File: src/rtl/pwrseq_pkg.sv
package pwrseq_pkg;

  typedef enum logic {PS_OFF = 1'b0, PS_ON = 1'b1} pwr_state_e;

  // Default voltage code of regulator idx after any reset
  function automatic int unsigned default_vcode(input int unsigned idx);
    return 20 + 8 * idx;
  endfunction

  // Saturating increment of a hold counter
  function automatic int unsigned sat_inc(input int unsigned cnt, input int unsigned lim);
    return (cnt >= lim) ? lim : cnt + 1;
  endfunction

endpackage

File: src/rtl/pwrseq_sync.sv
module pwrseq_sync #(
  parameter int STAGES = 2
) (
  input  logic clk,
  input  logic arst_n,
  input  logic d,
  output logic q
);
  logic [STAGES-1:0] chain;

  always_ff @(posedge clk or negedge arst_n) begin
    if (!arst_n) chain <= '0;
    else         chain <= {chain[STAGES-2:0], d};
  end

  assign q = chain[STAGES-1];
endmodule

File: src/rtl/pwrseq_hold_timer.sv
module pwrseq_hold_timer
  import pwrseq_pkg::*;
#(
  parameter int unsigned START_CYC = 12000,
  parameter int unsigned LONG_CYC  = 67200000
) (
  input  logic clk,
  input  logic arst_n,
  input  logic btn_s,
  output logic start_ok,
  output logic long_hold
);
  localparam int CNT_W = $clog2(LONG_CYC + 1);

  logic [CNT_W-1:0] hold_cnt;

  always_ff @(posedge clk or negedge arst_n) begin
    if (!arst_n)    hold_cnt <= '0;
    else if (btn_s) hold_cnt <= CNT_W'(sat_inc(int'(hold_cnt), LONG_CYC));
    else            hold_cnt <= '0;
  end

  assign start_ok  = (hold_cnt >= CNT_W'(START_CYC));
  assign long_hold = (hold_cnt >= CNT_W'(LONG_CYC));

  // a long hold always implies a valid start press
  assert_long_implies_start_R3: assert property (@(posedge clk) disable iff (!arst_n)
    long_hold |-> start_ok);

  // counter can only grow while the synchronized button is high
  assert_cnt_clears_R1: assert property (@(posedge clk) disable iff (!arst_n)
    !btn_s |=> !start_ok);
endmodule

File: src/rtl/pwrseq_rst_stretch.sv
module pwrseq_rst_stretch #(
  parameter int unsigned RST_HOLD = 16
) (
  input  logic clk,
  input  logic arst_n,
  input  logic src,
  output logic rst_out
);
  localparam int CW = $clog2(RST_HOLD + 1);

  logic [CW-1:0] remain;

  always_ff @(posedge clk or negedge arst_n) begin
    if (!arst_n)          remain <= CW'(RST_HOLD);
    else if (src)         remain <= CW'(RST_HOLD);
    else if (remain != 0) remain <= remain - 1'b1;
  end

  assign rst_out = (remain != 0);

  // an active source is always followed by reset
  assert_src_resets_R4: assert property (@(posedge clk) disable iff (!arst_n)
    src |=> rst_out);

  // reset cannot fall while a source was active in the previous cycle
  assert_no_early_release_R5: assert property (@(posedge clk) disable iff (!arst_n)
    $fell(rst_out) |-> !$past(src));
endmodule

File: src/rtl/pwrseq_vcode_bank.sv
module pwrseq_vcode_bank
  import pwrseq_pkg::*;
#(
  parameter int NUM_REG = 3,
  parameter int VCODE_W = 6,
  parameter int SEL_W   = 2
) (
  input  logic                       clk,
  input  logic                       arst_n,
  input  logic                       reload,
  input  logic                       wr_en,
  input  logic [SEL_W-1:0]           sel,
  input  logic [VCODE_W-1:0]         wdata,
  output logic [NUM_REG*VCODE_W-1:0] codes
);
  for (genvar i = 0; i < NUM_REG; i++) begin : g_reg
    localparam logic [VCODE_W-1:0] DFLT = VCODE_W'(default_vcode(i));
    logic [VCODE_W-1:0] code_q;
    logic               hit;

    assign hit = wr_en && (sel == SEL_W'(i));

    always_ff @(posedge clk or negedge arst_n) begin
      if (!arst_n)     code_q <= DFLT;
      else if (reload) code_q <= DFLT;
      else if (hit)    code_q <= wdata;
    end

    assign codes[i*VCODE_W +: VCODE_W] = code_q;

    // a reset cycle leaves the default code behind
    assert_reload_default_R6: assert property (@(posedge clk) disable iff (!arst_n)
      reload |=> (codes[i*VCODE_W +: VCODE_W] == DFLT));
  end
endmodule

File: src/rtl/pwrseq_top.sv
module pwrseq_top
  import pwrseq_pkg::*;
#(
  parameter int unsigned START_CYC = 12000,
  parameter int unsigned LONG_CYC  = 67200000,
  parameter int unsigned RST_HOLD  = 16,
  parameter int          NUM_REG   = 3,
  parameter int          VCODE_W   = 6,
  parameter int          SEL_W     = (NUM_REG > 1) ? $clog2(NUM_REG + 1) : 1
) (
  input  logic                       clk,
  input  logic                       supply_ok,
  input  logic                       btn_in,
  input  logic                       cvdd_low,
  input  logic                       wdog_expire,
  input  logic                       ext_rst_n,
  input  logic                       sw_shutdown,
  input  logic                       vcode_we,
  input  logic [SEL_W-1:0]           vcode_sel,
  input  logic [VCODE_W-1:0]         vcode_wdata,
  output logic                       reg_en,
  output logic                       chip_rst,
  output logic                       btn_level,
  output logic [NUM_REG*VCODE_W-1:0] vcode_out
);
  pwr_state_e state;
  logic btn_s, start_ok, long_hold;
  logic rst_src, stretch_rst, wr_acc;

  pwrseq_sync #(.STAGES(2)) u_sync (
    .clk(clk), .arst_n(supply_ok), .d(btn_in), .q(btn_s)
  );

  pwrseq_hold_timer #(.START_CYC(START_CYC), .LONG_CYC(LONG_CYC)) u_timer (
    .clk(clk), .arst_n(supply_ok), .btn_s(btn_s),
    .start_ok(start_ok), .long_hold(long_hold)
  );

  always_ff @(posedge clk or negedge supply_ok) begin
    if (!supply_ok) state <= PS_OFF;
    else begin
      case (state)
        PS_OFF:  if (start_ok)    state <= PS_ON;
        PS_ON:   if (sw_shutdown) state <= PS_OFF;
        default: state <= PS_OFF;
      endcase
    end
  end

  assign rst_src = (state == PS_OFF) || !ext_rst_n || cvdd_low || wdog_expire || long_hold;

  pwrseq_rst_stretch #(.RST_HOLD(RST_HOLD)) u_stretch (
    .clk(clk), .arst_n(supply_ok), .src(rst_src), .rst_out(stretch_rst)
  );

  assign reg_en    = (state == PS_ON);
  assign chip_rst  = stretch_rst || (state == PS_OFF);
  assign btn_level = btn_s;
  assign wr_acc    = vcode_we && reg_en && !chip_rst && (int'(vcode_sel) < NUM_REG);

  pwrseq_vcode_bank #(.NUM_REG(NUM_REG), .VCODE_W(VCODE_W), .SEL_W(SEL_W)) u_bank (
    .clk(clk), .arst_n(supply_ok), .reload(chip_rst), .wr_en(wr_acc),
    .sel(vcode_sel), .wdata(vcode_wdata), .codes(vcode_out)
  );

  // without a completed press the regulators stay off
  assert_no_early_on_R1: assert property (@(posedge clk) disable iff (!supply_ok)
    (!reg_en && !start_ok) |=> !reg_en);

  // once on, only the shutdown strobe clears the enable
  assert_stays_on_R2: assert property (@(posedge clk) disable iff (!supply_ok)
    (reg_en && !sw_shutdown) |=> reg_en);

  // a long hold produces a chip reset
  assert_long_hold_reset_R3: assert property (@(posedge clk) disable iff (!supply_ok)
    long_hold |=> chip_rst);

  // without an accepted write or a reset the codes do not move
  assert_codes_hold_R7: assert property (@(posedge clk) disable iff (!supply_ok)
    (!chip_rst && !wr_acc) |=> $stable(vcode_out));

  // shutdown while powered turns the regulators off, and off implies reset
  assert_shutdown_off_R8: assert property (@(posedge clk) disable iff (!supply_ok)
    (reg_en && sw_shutdown) |=> !reg_en);
  assert_off_means_reset_R8: assert property (@(posedge clk) disable iff (!supply_ok)
    !reg_en |-> chip_rst);
endmodule

File: config.mk
export PLATFORM = sky130hd
export DESIGN_NAME = pwrseq_top
export DESIGN_NICKNAME = d
export VERILOG_FILES = /design/src/rtl/pwrseq_pkg.sv /design/src/rtl/pwrseq_sync.sv /design/src/rtl/pwrseq_hold_timer.sv /design/src/rtl/pwrseq_rst_stretch.sv /design/src/rtl/pwrseq_vcode_bank.sv /design/src/rtl/pwrseq_top.sv
export SDC_FILE = /design/constraint.sdc
export NUM_CORES = 1
export LEC_CHECK = 0
export BUFFER_PORTS_ARGS = -buffer_cell sky130_fd_sc_hd__buf_2
export CORE_AREA = 10 10 95 76
export CTS_CLUSTER_DIAMETER = 40
export DETAILED_ROUTE_END_ITERATION = 8
export DIE_AREA = 0 0 105 86
export GPL_ROUTABILITY_DRIVEN = 0
export PLACE_DENSITY = 0.8
export SLEW_MARGIN = 20
export SYNTH_ARGS = -nofsm -noshare
export SYNTH_HDL_FRONTEND = slang
export SYNTH_SLANG_ARGS = --single-unit
File: constraint.sdc
create_clock -name clk -period 3.15 [get_ports clk]
set_clock_uncertainty 0.05 [all_clocks]
set_input_delay 0 -clock clk [delete_from_list [all_inputs] [get_ports clk]]
set_output_delay 0 -clock clk [all_outputs]
set_load 0.01 [all_outputs]
==> results.py, run 1 <==
metrics = {
    "timing": {
        "slew_viol_final": 0,
        "hold_viol": 0,
        "fin_crit_sh": 0.7094,
        "tightest_slew_ns": 0.7318,
        "setup_viol": 0,
        "slew_headroom": 0.5116,
        "whs_ns": 0.008611,
        "fin_setup_tns_ns": 0,
        "max_freq_mhz": 447.5,
        "min_period_ns": 2.235,
        "rsz0062_at_grt": "no",
    },
    "layout": {
        "multi_input_comb_area_mm2": 0.001197,
        "regArea_mm2": 0.001336,
        "antenna_cells": 0,
        "final_common_cell": "dfrtp_1",
        "n_fill_cell": 460,
        "layout_common_cells": "dfrtp_1, buf_2, nor3_1",
        "fin_nets": 316,
        "drive_gt1_frac": 0.2088,
        "design_area_mm2": 0.003084,
        "area_growth_pct": 17.27,
    },
    "yosys": {
        "ys_seq_area_frac": 0.5081,
        "synth-edff-count": 0,
        "synthArstFlopShare": 1.000,
        "ys_warn_count": 0,
        "synth_area_leader_cell": "dfrtp_1",
        "synth_flop_cell": "dfrtp_1",
        "synth_nets": 273,
        "synthCells": 253,
        "synth_top_area_share": 0.4282,
        "syn_avg_cell_area_um2": 10.40,
        "syn_area_mm2": 0.002630,
        "synth_cell_type_count": 40,
        "ys_seq_elements": 53,
        "synthTopCellsByArea": "dfrtp_1, dfstp_2, mux2i_1, nor3_1, xnor2_1",
    },
    "clock_tree": {
        "cts_buffers": 5,
        "path_clk_slew_ns": 0.10,
        "post_cts_resized": 0,
        "cts.sinks": 53,
        "htree_levels": 2,
        "cts_root_buffer": "clkbuf_8",
        "cts_buffer_depth": 2,
        "cts_tree": "built",
        "clk_latency_ns": 0.31,
    },
    "critical_path": {
        "cp_max_fo": 12,
        "critPathLaunchType": "flop",
        "cp.arrival_ns": 2.18,
        "cp-end-kind": "output port",
        "critPathKind": "flop to output port",
        "cp.required_ns": 3.10,
    },
    "detailed_routing": {
        "drt-initial-drc-count": 72,
        "drt_wl_total_um": 5545,
        "ant_nets": 0,
        "via_count": 2016,
        "drt_first_pass_iters": 4,
        "drc_errors": 0,
        "post_drt_wl_per_cell_um": 14.91,
        "vias_per_cell": 5.419,
    },
    "die": {
        "core_area_mm2": 0.005295,
        "initial_core_util": 0.4967,
        "fp.dieW_um": 105,
        "pin_count": 37,
        "std_cell_rows": 23,
        "design.die.area_mm2": 0.009030,
        "die_h_um": 86,
    },
    "grt": {
        "met3_usage": 0.03288,
        "grtUsageMet2": 0.1969,
        "grt_pass1_vias": 1898,
        "grt_max_degree": 34,
        "met1_usage": 0.1631,
        "grt_use_total": 0.1239,
        "grt_pass1_wl_um": 9453,
        "antenna_found_initial": 0,
        "grt.busiest_layer": "met2",
        "grt_overflow": 0,
    },
    "placed_design": {
        "hpwl_um": 3818,
        "portBuffers": 36,
        "placed_area_mm2": 0.002859,
    },
    "job": {
        "maxCapViolCount": 0,
    },
    "power_and_ir_drop": {
        "vdd_drop_max_v": 0.0002854,
        "leakage_nw": 1.353,
        "cellPowerDensity_mw_per_mm2": 424.1,
    },
    "min_path": {
        "hp-class": "input pin to flop",
    },
    "status": {
        "status": "completed",
    },
}
-- sequential cells by signal, summed over array words and instances (netlist names) --
name and flops:
u_sync.chain 2, u_bank.g.code_q 18, u_stretch.remain 5, reg_en 1
u_timer.hold_cnt 27
-- kinds of logic (layout without fill, tap and decap cells) --
group,count (synthesis),count (layout),share of synthesized area
and+or+nand+nor,108,108,0.2274
DFF,53,53,0.5081
AOI/OAI and AO/OA,34,34,0.08658
buffers and inverters,20,64,0.03711
muxes,18,18,0.06851
xor gates and xnor gates,16,16,0.05328
adders and majority gates,4,4,0.01903
-- what timing repair did --
item	CTS	global route
endpoints found under the hold margin	40	0
hold buffers	9	0
setup endpoints to repair	0	0
setup buffers	0	0
-- worst paths after layout --
path	startpoint	endpoint	slack (ns)	cells past startpoint
max	u_stretch.remain[0]$_DFFE_PN0P_	chip_rst	0.92	7
min	ext_rst_n	u_stretch.remain[2]$_DFFE_PN0P_	0.009	3
min in group asynchronous	supply_ok	u_stretch.remain[1]$_DFFE_PN0P_	0.12	2
max in group asynchronous	supply_ok	u_bank.g_reg[2].code_q[2]$_DFFE_PN1P_	2.12	3
min reg2reg	u_sync.chain[0]$_DFF_PN0_	u_sync.chain[1]$_DFF_PN0_	0.31	0
max reg2reg	u_timer.hold_cnt[5]$_DFF_PN0_	u_timer.hold_cnt[19]$_DFF_PN0_	1.04	4
-- report_power, final --
part	total [W]	internal, W	switching [W]
logic	0.0000726	0.0000321	0.0000405
clock network	0.000541	0.000316	0.000225
registers	0.000695	0.000687	0.00000774
-- cell type report --
class | instances | area share
multi-input cells | 180 | 0.3882
well taps | 75 | 0.03043
repair buffers | 48 | 0.09493
inverters | 8 | 0.009736
clock buffers | 5 | 0.02231
clock inverters | 3 | 0.02110
flip-flops and latches | 53 | 0.4333
-- metrics by stage --
step	setup WS (ns)	utilization	total power [W]	instances
floorplan	1.113	-	0.0007371	253
global placement	1.056	0.5399	0.0007714	355
detailed placement	1.011	0.5399	0.0007730	355
CTS	0.8974	0.5822	0.001324	372
global route	0.7133	0.5825	0.001360	372
finish	0.9152	0.5825	0.001308	372
-- cells in the mapped netlist (all sizes together) (7+ instances only) --
library cell and n:
xnor2 12, inv 8, or3 9, a211oi 10, nand4 10, and4 7
nand3 12, nor3 22, nor2 19, dfstp 8, dfrtp 45, o21ai 10
nand2 15, mux2i 18
-- routing by layer --
metal | vias to the layer above | wire length [µm]
met2 | 45 | 2534
met1 | 960 | 2659
met3 | 5 | 300
met5 | - | 0
met4 | 0 | 51
li1 | 1006 | -
-- worst max-delay path, stage by stage, from the launching register on --
cell and delay [ns]:
dfrtp_1 0.38, inv_1 0.11, ha_1 0.20, nor4b_1 0.24
buf_4 0.20, and2_1 0.30, inv_1 0.25, buf_2 0.21
Power figures use the tool's default switching activity.
==> run 2, diff against run 1 <==
ABC_AREA = 1   (was unset)
CORE_AREA = 10 10 97 78   (was 10 10 95 76)
DIE_AREA = 0 0 107 88   (was 0 0 105 86)
PLACE_DENSITY = 0.82   (was 0.8)
clock period = 2.05 ns   (was 3.15 ns; I/O delays follow)
==> results.py, run 2 <==
metrics = {
    "status": {
        "status": "completed",
    },
    "critical_path": {
        "cp.arrival_ns": 1.92,
        "cp_max_fo": 12,
        "r2r_end": "u_bank.g_reg[0].code_q[2]$_DFFE_PN1P_",
        "cp-end-kind": "flop",
        "rrSetupSlack_ns": 0.33,
        "critPathLaunchType": "flop",
        "rr_startpoint": "u_stretch.remain[0]$_DFFE_PN0P_",
        "critPathKind": "flop to flop",
        "rr_worst_depth": 8,
        "cp.required_ns": 2.24,
    },
    "power_and_ir_drop": {
        "p_sw_w": 0.0004547,
        "power_frac_seq": 0.591,
        "leakage_nw": 1.572,
        "vdd_drop_max_v": 0.0004742,
        "pwr-share-comb": 0.061,
        "internal_power_w": 0.001352,
        "clkPwrFrac": 0.348,
        "cellPowerDensity_mw_per_mm2": 555.9,
        "sw_frac_of_total": 0.2517,
    },
    "grt": {
        "grt_pass1_vias": 2377,
        "grt_pass1_wl_um": 11370,
        "grt_use_total": 0.1476,
        "antenna_found_initial": 0,
        "grt_max_degree": 39,
        "grt_overflow": 0,
    },
    "yosys": {
        "synth_flop_cell": "dfrtp_1",
        "ys_seq_elements": 53,
        "synthCells": 363,
        "synth_common_cells": "nand2_1, nor2_1, dfrtp_1",
        "synth_area_leader_cell": "dfrtp_1",
        "synthArstFlopShare": 1.000,
        "syn_area_mm2": 0.002745,
        "synth_top_area_share": 0.4102,
        "ys_warn_count": 0,
        "synthTopCellsByArea": "dfrtp_1, nand2_1, nor2_1, dfstp_2, inv_1",
        "synth_nets": 383,
        "syn_avg_cell_area_um2": 7.562,
        "ys_seq_area_frac": 0.4868,
        "synth_most_common_cell": "nand2_1",
        "synth_cell_type_count": 26,
        "synth-edff-count": 0,
    },
    "placed_design": {
        "hpwl_um": 5250,
        "portBuffers": 36,
        "dp_slack_ns": 0.3458,
        "place_inst": 478,
        "placed_area_mm2": 0.003035,
    },
    "layout": {
        "top_register": "u_timer.hold_cnt",
        "design_area_mm2": 0.003251,
        "drive_gt1_frac": 0.1619,
        "regArea_mm2": 0.001336,
        "n_fill_cell": 531,
        "layout_top_registers": "u_timer.hold_cnt x27, u_bank.g.code_q x18, u_stretch.remain x5",
        "fin_cells": 498,
        "fin_nets": 439,
        "antenna_cells": 0,
        "layout_common_cells": "nand2_1, nor2_1, dfrtp_1",
        "final_common_cell": "nand2_1",
        "multi_input_comb_area_mm2": 0.001249,
        "finalCoreUtilization": 0.5758,
        "area_growth_pct": 18.41,
        "largest_register_ffs": 27,
    },
    "timing": {
        "slew_viol_final": 0,
        "hold_viol": 0,
        "slew_headroom": 0.4442,
        "setup_slack_ns": 0.3260,
        "setup_viol": 0,
        "min_period_ns": 1.724,
        "fin_crit_sh": 0.8410,
        "fin_setup_tns_ns": 0,
        "tightest_slew_ns": 0.8337,
        "rsz0062_at_grt": "no",
        "max_freq_mhz": 580.1,
    },
    "min_path": {
        "hp-start": "vcode_we",
        "worst_hold_path.endpoint": "u_bank.g_reg[0].code_q[4]$_DFFE_PN1P_",
        "min_path_cells": 4,
        "hp-class": "input pin to flop",
    },
    "die": {
        "initial_core_util": 0.4863,
        "pin_count": 37,
        "fp.dieW_um": 107,
        "std_cell_rows": 24,
        "die_h_um": 88,
        "core_area_mm2": 0.005645,
        "design.die.area_mm2": 0.009416,
    },
    "clock_tree": {
        "cts.sinks": 53,
        "post_cts_resized": 0,
        "cts_tree": "built",
        "clk_latency_ns": 0.32,
        "cts_buffer_depth": 2,
        "cts_root_buffer": "clkbuf_8",
        "path_clk_slew_ns": 0.10,
        "cts_buffers": 5,
        "htree_levels": 2,
    },
    "detailed_routing": {
        "drt_first_pass_iters": 4,
        "post_drt_wl_per_cell_um": 13.53,
        "drt_wl_total_um": 6736,
        "via_count": 2498,
        "ant_nets": 0,
        "drc_errors": 0,
        "vias_per_cell": 5.016,
        "drt-initial-drc-count": 168,
    },
    "job": {
        "maxCapViolCount": 0,
    },
}
-- run 2: timing repair --
action	CTS	global route
setup endpoints to repair	0	0
hold buffers	12	0
buffers inserted	0	0
hold endpoints to repair	52	0
-- run 2: final cells by class --
cell class              count  share of cell area
flip-flops and latches     53              0.4111
inverters                  38             0.04388
multi-input cells         269              0.3841
well taps                  78             0.03002
clock buffers               5             0.02117
repair buffers             52              0.1016
clock inverters             3            0.008083
-- run 2: critical path, stage by stage (launching register included) --
cell,delay [ns]
dfrtp_1,0.41
inv_1,0.10
ha_1,0.15
nand2_1,0.09
nor2_4,0.17
nand2_4,0.11
a21oi_2,0.37
nand2_1,0.09
o21ai_0,0.11
-- run 2: how the worst max path moves through the flow --
| stage | depth (start not counted) | endpoint | slack (ns) | startpoint |
|---|---|---|---|---|
| finish | 8 | u_bank.g_reg[0].code_q[2]$_DFFE_PN1P_ | 0.33 | u_stretch.remain[0]$_DFFE_PN0P_ |
| global route | 8 | u_bank.g_reg[0].code_q[2]$_DFFE_PN1P_ | 0.18 | u_stretch.remain[0]$_DFFE_PN0P_ |
| CTS | 7 | u_bank.g_reg[0].code_q[3]$_DFFE_PN0P_ | 0.35 | u_stretch.remain[0]$_DFFE_PN0P_ |
| detailed placement | 7 | u_bank.g_reg[0].code_q[0]$_DFFE_PN0P_ | 0.35 | u_stretch.remain[0]$_DFFE_PN0P_ |
| global placement | 9 | u_timer.hold_cnt[25]$_DFF_PN0_ | 0.47 | u_timer.hold_cnt[15]$_DFF_PN0_ |
| floorplan | 8 | u_bank.g_reg[0].code_q[0]$_DFFE_PN0P_ | 0.58 | u_stretch.remain[0]$_DFFE_PN0P_ |
-- run 2: logic make-up (layout without fill, tap and decap cells) --
logic type	after synthesis	in the layout	share of synthesized area
AND/OR/NAND/NOR	224	224	0.3387
adder cells (fa/ha/maj)	4	4	0.01823
XOR/XNOR	15	15	0.04786
flip-flops	53	53	0.4868
buffers and inverters	41	98	0.05834
AO/OA/AOI/OAI	26	26	0.05014
-- run 2: metrics by stage --
step	hold WS, ns	power, W
global placement	0.05762	0.001180
floorplan	-0.3456	0.001127
global route	0.01467	0.001878
CTS	0.004037	0.001823
detailed placement	0.06075	0.001182
finish	0.009627	0.001807
-- run 2: power by group through the flow --
| stage | combinational (W) | sequential [W] | clock [W] |
|---|---|---|---|
| 3_3_place_gp | 0.0000925 | 0.00109 | 0 |
| 3_5_place_dp | 0.0000943 | 0.00109 | 0 |
| 5_1_grt | 0.000124 | 0.00107 | 0.000683 |
| 2_1_floorplan | 0.0000392 | 0.00109 | 0 |
| 6_report | 0.000109 | 0.00107 | 0.000630 |
| 4_1_cts | 0.000111 | 0.00107 | 0.000643 |
-- run 2: per-layer routing --
metal  part of all wire  vias to the layer above  GRT usage
li1                   -                     1233          -
met1               0.48                     1172     0.2052
met2               0.45                       78     0.2217
met3              0.057                       15    0.03522
met4              0.016                        0    0.04663
met5                  0                        -          0
==> run 3, diff against run 2 <==
PLACE_DENSITY = 0.79   (was 0.82)
clock period = 1.7 ns   (was 2.05 ns; I/O delays follow)
==> results.py, run 3 (synthesis gave the netlist of run 2 again) <==
metrics = {
    "status": {
        "status": "completed",
    },
    "power_and_ir_drop": {
        "vdd_drop_max_v": 0.0004022,
        "leakage_nw": 1.641,
        "cellPowerDensity_mw_per_mm2": 674.6,
    },
    "grt": {
        "grt_overflow": 0,
        "grt_pass1_wl_um": 11790,
        "grt_use_total": 0.1521,
        "grt_max_degree": 54,
        "grt_pass1_vias": 2463,
        "antenna_found_initial": 0,
    },
    "clock_tree": {
        "cts_buffers": 5,
        "clk_latency_ns": 0.31,
        "cts.sinks": 53,
        "cts_buffer_depth": 2,
        "path_clk_slew_ns": 0.10,
        "cts_root_buffer": "clkbuf_8",
        "cts_tree": "built",
        "htree_levels": 2,
    },
    "min_path": {
        "hp-class": "input pin to flop",
        "hp-start": "vcode_sel[0]",
    },
    "die": {
        "std_cell_rows": 24,
        "design.die.area_mm2": 0.009416,
        "die_h_um": 88,
        "fp.dieW_um": 107,
        "initial_core_util": 0.4863,
        "core_area_mm2": 0.005645,
        "pin_count": 37,
    },
    "critical_path": {
        "cp-end-kind": "flop",
        "crit_start": "u_timer.hold_cnt[0]$_DFF_PN0_",
        "rr_startpoint": "u_timer.hold_cnt[0]$_DFF_PN0_",
        "cp.arrival_ns": 1.71,
        "critPathKind": "flop to flop",
        "rrSetupSlack_ns": 0.14,
        "cp.required_ns": 1.85,
        "r2r_end": "u_timer.hold_cnt[18]$_DFF_PN0_",
        "cp_max_fo": 4,
        "rr_worst_depth": 7,
        "critPathLaunchType": "flop",
        "crit_end": "u_timer.hold_cnt[18]$_DFF_PN0_",
    },
    "detailed_routing": {
        "routed.top_layer": "met4",
        "vias_per_cell": 5.153,
        "wl_met2_um": 3185,
        "wl_met1_um": 3255,
        "dr_wl_met3_um": 627,
        "drt_wl_total_um": 7167,
        "via_count": 2623,
        "drc_errors": 0,
        "post_drt_wl_per_cell_um": 14.08,
        "drt_first_pass_iters": 5,
        "drt-initial-drc-count": 354,
        "ant_nets": 0,
    },
    "layout": {
        "design_area_mm2": 0.003408,
        "n_fill_cell": 513,
        "finalCoreUtilization": 0.6037,
        "layout_common_cells": "nand2_1, nor2_1, dfrtp_1",
        "layout_top_registers": "u_timer.hold_cnt x27, u_bank.g.code_q x18, u_stretch.remain x5",
        "final_common_cell": "nand2_1",
        "area_growth_pct": 24.16,
        "top_register": "u_timer.hold_cnt",
        "largest_register_ffs": 27,
        "antenna_cells": 0,
        "drive_gt1_frac": 0.1995,
        "fin_nets": 450,
    },
    "timing": {
        "max_freq_mhz": 639.9,
        "tightest_slew_ns": 0.4050,
        "slew_headroom": 0.7290,
        "hold_viol": 0,
        "setup_viol": 0,
        "slew_viol_final": 0,
        "min_period_ns": 1.563,
        "fin_crit_sh": 0.9192,
        "rsz0062_at_grt": "no",
    },
    "job": {
        "maxCapViolCount": 0,
    },
    "placed_design": {
        "placed_area_mm2": 0.003070,
        "hpwl_um": 5084,
        "portBuffers": 36,
    },
}
run 3: how the worst min path moves through the flow:
stage                                                       end  slack (ns)  depth (start not counted)
final                     u_bank.g_reg[1].code_q[1]$_DFFE_PN0P_        0.04                          3
after global routing      u_bank.g_reg[1].code_q[1]$_DFFE_PN0P_        0.05                          3
after CTS                 u_bank.g_reg[1].code_q[5]$_DFFE_PN0P_        0.03                          3
after detailed placement          u_timer.hold_cnt[2]$_DFF_PN0_       -0.04                          2
after global placement            u_timer.hold_cnt[2]$_DFF_PN0_       -0.04                          2
after floorplan                                reg_en$_DFF_PN0_       -0.35                          0
run 3: worst max-delay path, cell delays in order, from the launching register on:
cell	delay, ns
dfrtp_1	0.40
ha_1	0.23
nand3_2	0.13
nor2_4	0.11
nand2_1	0.14
nor2_2	0.19
xnor2_1	0.14
nor2_1	0.06
run 3: area by class of cell:
type / instances / area (µm²) / share of cell area
inverters: 38 / 142.6 / 0.04185
flip-flops and latches: 53 / 1338 / 0.3924
clock buffers: 6 / 72.57 / 0.02129
clock inverters: 2 / 38.79 / 0.01138
well taps: 78 / 97.59 / 0.02863
multi-input cells: 271 / 1306 / 0.3833
repair buffers: 61 / 412.9 / 0.1211
run 3: power breakdown:
part           total, W  switching, W  internal [W]
clock          0.000866      0.000423      0.000443
combinational  0.000143     0.0000829     0.0000599
sequential      0.00129     0.0000157       0.00127
total           0.00230      0.000522       0.00178
run 3: metal layers:
layer / vias up / track usage
met3: 11 / 0.03302
li1: 1265 / -
met1: 1230 / 0.2142
met5: - / 0
met2: 117 / 0.2279
met4: 0 / 0.04663
run 3: repair_timing:
item,4_1_cts,5_1_grt
hold buffers,13,0
setup endpoints to repair,6,42
pin swaps,0,2
gates resized for setup,1,18
setup buffers,0,5
endpoints found under the hold margin,78,0
gates cloned,0,2
run 3: through the flow:
stage	cells	total power, W	worst slack (ns)	setup TNS (ns)	hold WS, ns
after detailed placement	481	0.001429	-0.05561	-0.08576	-0.03895
after global placement	481	0.001426	0.1157	0	-0.03838
final	509	0.002299	0.1373	0	0.03820
after CTS	502	0.002317	0.03436	0	0.02760
after floorplan	363	0.001359	0.2263	0	-0.3456
after global routing	509	0.002394	0.004434	0	0.05425
